--- src/rtl/brg_pkg.sv ---
package brg_pkg;
  // Strobes from the control decoder to the counting datapath
  typedef struct packed {
    logic park;       // not running: preload and force output low
    logic reload;     // count exhausted: reload time constant
    logic toggle;     // flip the square-wave output
    logic countDown;  // decrement the counter
  } brgStrobes_t;
endpackage

--- src/rtl/brg_ctrl.sv ---
module brg_ctrl
  import brg_pkg::*;
(
  input  logic        brgEnable,
  input  logic        pclkSelect,
  input  logic        cntZero,
  output brgStrobes_t strobes,
  output logic        zeroSeen
);
  logic run;

  always_comb begin
    run               = brgEnable & pclkSelect;
    strobes.park      = ~run;
    strobes.reload    = run & cntZero;
    strobes.toggle    = run & cntZero;
    strobes.countDown = run & ~cntZero;
    zeroSeen          = run & cntZero;
  end
endmodule

--- src/rtl/brg_datapath.sv ---
module brg_datapath
  import brg_pkg::*;
#(
  parameter int TC_W = 16
) (
  input  logic            clk,
  input  logic            rstN,
  input  logic [TC_W-1:0] tcValue,
  input  brgStrobes_t     strobes,
  output logic            cntZero,
  output logic            brgLevel,
  output logic            brgEdge
);
  // One extra bit so the reload value TC+1 never wraps
  localparam int CNT_W = TC_W + 1;

  logic [CNT_W-1:0] count;
  logic [CNT_W-1:0] reloadVal;

  // Counting TC+1 down to 0 gives TC+2 cycles per half period
  assign reloadVal = CNT_W'(tcValue) + CNT_W'(1);
  assign cntZero   = (count == '0);

  always_ff @(posedge clk or negedge rstN) begin
    if (!rstN) begin
      count    <= '0;
      brgLevel <= 1'b0;
      brgEdge  <= 1'b0;
    end else if (strobes.park) begin
      count    <= reloadVal;
      brgLevel <= 1'b0;
      brgEdge  <= 1'b0;
    end else begin
      if (strobes.reload) begin
        count <= reloadVal;
      end else if (strobes.countDown) begin
        count <= count - CNT_W'(1);
      end
      if (strobes.toggle) begin
        brgLevel <= ~brgLevel;
        brgEdge  <= ~brgLevel;
      end else begin
        brgEdge  <= 1'b0;
      end
    end
  end
endmodule

--- src/rtl/brg_mode_div.sv ---
module brg_mode_div #(
  parameter int MODE_W     = 2,
  parameter int SHIFT_BASE = 3
) (
  input  logic              clk,
  input  logic              rstN,
  input  logic              clear,
  input  logic              edgePulse,
  input  logic [MODE_W-1:0] clockMode,
  output logic              bitTick
);
  // Largest multiplier is 2^((2^MODE_W - 1) + SHIFT_BASE)
  localparam int DIV_W = (1 << MODE_W) - 1 + SHIFT_BASE;

  logic [DIV_W-1:0] divCount;
  logic [DIV_W-1:0] lastIdx;
  logic             atLast;

  always_comb begin
    if (clockMode == '0) begin
      lastIdx = '0;
    end else begin
      lastIdx = DIV_W'((1 << (int'(clockMode) + SHIFT_BASE)) - 1);
    end
  end

  // A mode change that leaves the count beyond the new limit wraps at once
  assign atLast  = (divCount >= lastIdx);
  assign bitTick = edgePulse & atLast;

  always_ff @(posedge clk or negedge rstN) begin
    if (!rstN) begin
      divCount <= '0;
    end else if (clear) begin
      divCount <= '0;
    end else if (edgePulse) begin
      divCount <= atLast ? '0 : divCount + DIV_W'(1);
    end
  end
endmodule

--- src/rtl/brg_gen.sv ---
module brg_gen
  import brg_pkg::*;
#(
  parameter int TC_W   = 16,
  parameter int MODE_W = 2,
  localparam int HALF_W = TC_W / 2
) (
  input  logic              clk,
  input  logic              rstN,
  input  logic [HALF_W-1:0] tcLow,
  input  logic [HALF_W-1:0] tcHigh,
  input  logic              brgEnable,
  input  logic              pclkSelect,
  input  logic [MODE_W-1:0] clockMode,
  output logic              brgClk,
  output logic              brgClkEn,
  output logic              bitTick,
  output logic              zeroCount
);
  brgStrobes_t     strobes;
  logic            cntZero;
  logic [TC_W-1:0] tcValue;

  assign tcValue = {tcHigh, tcLow};

  brg_ctrl u_ctrl (
    .brgEnable (brgEnable),
    .pclkSelect(pclkSelect),
    .cntZero   (cntZero),
    .strobes   (strobes),
    .zeroSeen  (zeroCount)
  );

  brg_datapath #(.TC_W(TC_W)) u_dp (
    .clk     (clk),
    .rstN    (rstN),
    .tcValue (tcValue),
    .strobes (strobes),
    .cntZero (cntZero),
    .brgLevel(brgClk),
    .brgEdge (brgClkEn)
  );

  brg_mode_div #(.MODE_W(MODE_W)) u_div (
    .clk      (clk),
    .rstN     (rstN),
    .clear    (strobes.park),
    .edgePulse(brgClkEn),
    .clockMode(clockMode),
    .bitTick  (bitTick)
  );
endmodule

--- config.mk ---
export PLATFORM = sky130hd
export DESIGN_NAME = brg_gen
export DESIGN_NICKNAME = d
export VERILOG_FILES = /design/src/rtl/brg_pkg.sv /design/src/rtl/brg_ctrl.sv /design/src/rtl/brg_datapath.sv /design/src/rtl/brg_mode_div.sv /design/src/rtl/brg_gen.sv
export SDC_FILE = /design/constraint.sdc
export NUM_CORES = 1
export LEC_CHECK = 0
export BUFFER_PORTS_ARGS = -buffer_cell sky130_fd_sc_hd__clkbuf_2
export CORE_MARGIN = 4
export CORE_UTILIZATION = 49
export DETAILED_ROUTE_END_ITERATION = 10
export GPL_ROUTABILITY_DRIVEN = 0
export PLACE_DENSITY = 0.7
export SLEW_MARGIN = 10
export SYNTH_ARGS = -nofsm -noshare
export SYNTH_HDL_FRONTEND = slang
export SYNTH_HIERARCHICAL = 1
export SYNTH_SLANG_ARGS = --single-unit
--- constraint.sdc ---
create_clock -name clk -period 3.5 [get_ports clk]
set_clock_uncertainty 0.05 [all_clocks]
set_input_delay 0.525 -clock clk [delete_from_list [all_inputs] [get_ports clk]]
set_output_delay 0.525 -clock clk [all_outputs]
set_load 0.05 [all_outputs]
==> results.sh <==
export IMPL_status="completed"
export IMPL_ant_nets=0
export IMPL_cp_required_ns=2.92
export IMPL_yosysTopAreaCellShare=0.3374
export IMPL_reg2reg_slack_ns=0.88
export IMPL_reg2reg_depth=8
export IMPL_synth_cells=202
export IMPL_startpoint="clockMode[1]"
export IMPL_io_buffers=25
export IMPL_firstDrtPassIters=4
export IMPL_synth_simple_area_share=0.2652
export IMPL_worstPathCellList="clkbuf_2 -> nor2_1 -> inv_1 -> ha_1 -> inv_1 -> ha_1 -> nand4_1 -> o21ai_0 -> and2_2 -> clkbuf_2"
export IMPL_routed_via_count=1482
export IMPL_cts_resized=0
export IMPL_ir_drop_mv=0.1284
export IMPL_synth_main_ff_cell="dfrtp_1"
export IMPL_period_minus_slack_ns=2.976
export IMPL_via_per_inst=5.389
export IMPL_postCtsSetupBuffers=0
export IMPL_yosysMostFrequentCell="dfrtp_1"
export IMPL_coreArea_sq_um=3661
export IMPL_arrival_ns=2.40
export IMPL_cts_reportedPaths_clkPinSlew_ns=0.08
export IMPL_regArea_sq_um=625.6
export IMPL_worst_path_max_delay_cell="o21ai_0"
export IMPL_worst_path_max_fanout=5
export IMPL_synth_xor_area_frac=0.1370
export IMPL_max_freq_mhz=336.1
export IMPL_initial_utilization=0.5065
export IMPL_grt_max_degree=26
export IMPL_synth_cell_type_count=45
export IMPL_cts_tree="yes"
export IMPL_finalSetupTns_ns=0
export IMPL_start_kind="primary input"
export IMPL_gr_usage_all_layers=0.1538
export IMPL_postRouteWirelength_mm=3.542
export IMPL_antenna_found_initial=0
export IMPL_io_pins=26
export IMPL_fill_cells=352
export IMPL_slew_headroom=0.5508
export IMPL_gr_total_overflow=0
export IMPL_grt_pass1_vias=1392
export IMPL_nets=260
export IMPL_rsz0062_at_grt="false"
export IMPL_hpwl_mm=2.780
export IMPL_synth_fp_nets=234
export IMPL_htreeDepth=1
export IMPL_syn_cell_area_sq_um=1854
export IMPL_synthTopCellsByCount="dfrtp_1, nand2_1, nor2_1, xnor2_1, xor2_1"
export IMPL_placed_cells=271
export IMPL_ys_warnings_count=6
export IMPL_r2r_end="u_dp/count[15]$_DFFE_PN0P_"
export IMPL_leakage_uw=0.0008760
export IMPL_dieArea_sq_um=4832
export IMPL_grt_pass1_wl_mm=6.203
export IMPL_cts_sinks=25
export IMPL_hold_buffers=0
export IMPL_area_growth_pct=11.20
export IMPL_cp_end_kind="primary output"
export IMPL_p_per_area_nw_per_um2=294.1
export IMPL_cts_buffers=3
export IMPL_multi_input_area_sq_um=1172
export IMPL_cap_viol_max_count=0
export IMPL_synth_edf_count=0
export IMPL_synth_seq_cells=25
export IMPL_setup_viol=0
export IMPL_tightest_slew_ns=0.6714
export IMPL_async_flop_share=1.000
export IMPL_fin_crit_sh=0.8502
export IMPL_yosys_top_cells_area="dfrtp_1, xnor2_1, ha_1"
export IMPL_yosysSeqAreaShare=0.3374
export IMPL_synth_top_family_by_area="simple AND/OR/NAND/NOR gates"
export IMPL_synth_top_area_cell="dfrtp_1"
export IMPL_layoutNonFillerInstCount=275
export IMPL_whs_ns=0.2060
export IMPL_drc=0
export IMPL_endpoint="bitTick"
export IMPL_synthAdderAreaFrac=0.06748
export IMPL_synth_area_mux_share=0.04318
export IMPL_slowest_delay_ns=0.40
export IMPL_dieHeight_um=69.52
export IMPL_n_antenna_cell=0
export IMPL_hold_path_class="in2async"
export IMPL_synth_compound_area_share=0.1194
export IMPL_worst_setup_path_type="in2out"
export IMPL_final_hold_violation_count=0
export IMPL_utilization=0.5632
export IMPL_slew_violations=0
export IMPL_wl_per_cell_um=12.88
export IMPL_cts_buffer_depth=2
export IMPL_die_width_um=69.52
export IMPL_drt_iter0_drc=54
export IMPL_r2r_start="u_dp/count[12]$_DFFE_PN0P_"
export IMPL_insertion_delay_ns=0.26
export IMPL_cts_root_buf="clkbuf_8"
export IMPL_avgSynthCellArea_sq_um=9.180
export IMPL_row_count=22
export IMPL_drive_above_1_share=0.1674
==> kinds of logic (layout without fill, tap and decap cells) <==
group	Yosys count	in the layout
muxes	8	8
xor gates and xnor gates	29	29
and+or+nand+nor	84	84
DFF	25	25
adders and majority gates	10	10
buffers and inverters	13	38
AOI/OAI and AO/OA	33	33
==> state kept, by name, indices dropped and copies added (netlist names) <==
register,flops
u_dp/brgEdge,1
u_div/divCount,6
u_dp/brgLevel,1
u_dp/count,17
==> worst min-delay path by stage <==
stage,depth (start not counted),startpoint,end
floorplan,0,rstN,u_div/divCount[0]$_DFFE_PN0P_
global placement,1,u_dp/brgLevel$_DFFE_PN0P_,u_dp/brgEdge$_DFF_PN0_
detailed placement,1,u_dp/brgLevel$_DFFE_PN0P_,u_dp/brgEdge$_DFF_PN0_
CTS,1,rstN,u_dp/count[11]$_DFFE_PN0P_
global route,1,rstN,u_dp/count[11]$_DFFE_PN0P_
finish,1,rstN,u_dp/count[11]$_DFFE_PN0P_
==> critical path: cells and delay by family <==
kind	cells	cell delay [ns]
AOI/OAI and AO/OA	1	0.40
adders and majority gates	2	0.37
buffers and inverters	4	0.48
and+or+nand+nor	3	0.62
==> layer usage <==
layer	share of wire	vias up	GRT usage	wire (um)
li1	-	784	-	-
met4	0.0076	0	0.05423	27
met3	0.031	2	0.01594	109
met2	0.45	24	0.2341	1609
met1	0.51	672	0.2255	1796
met5	0	-	0	0
==> power breakdown <==
group / switching (uW) / total (uW) / internal (uW) / leakage, uW
clock: 88.4 / 170 / 81.3 / 0.0000228
sequential: 23.5 / 330 / 306 / 0.000313
combinational: 59.1 / 107 / 47.6 / 0.000540
total: 171 / 606 / 435 / 0.000876
==> cell usage in the layout, fill, tap and decap left out, types with 2 or more instances in the layout <==
cell       n
dfrtp_1   25
nor3_1     7
o21ai_0   12
and3_1     2
a211oi_1   3
a21oi_1    3
a21o_1     2
nor4_1     5
nand2b_1   4
nor2_1    15
ha_1      10
nand2_1   19
nand3_1   10
xor2_1    14
nand4_1    6
inv_1      9
and3b_1    2
xnor2_1   15
mux2i_1    8
o211ai_1   4
clkbuf_2  25
clkbuf_8   3
==> per-stage QoR <==
step | total power, uW | setup WS (ns) | area (sq um)
2_1_floorplan | 401.6 | 0.5193 | 1854
3_3_place_gp | 441.6 | 0.5799 | 2017
3_5_place_dp | 443.4 | 0.5295 | 2017
4_1_cts | 613.9 | 0.5221 | 2062
5_1_grt | 645.9 | 0.3379 | 2062
6_report | 606.4 | 0.5244 | 2062
==> area by class of cell <==
type | count | share of cell area
clock buffer | 4 | 0.02184
inverter | 9 | 0.01638
multi-input combinational | 164 | 0.5686
sequential | 25 | 0.3034
tap | 48 | 0.02913
timing repair buffer | 25 | 0.06068
No activity file was read; power rests on OpenSTA's default activity.
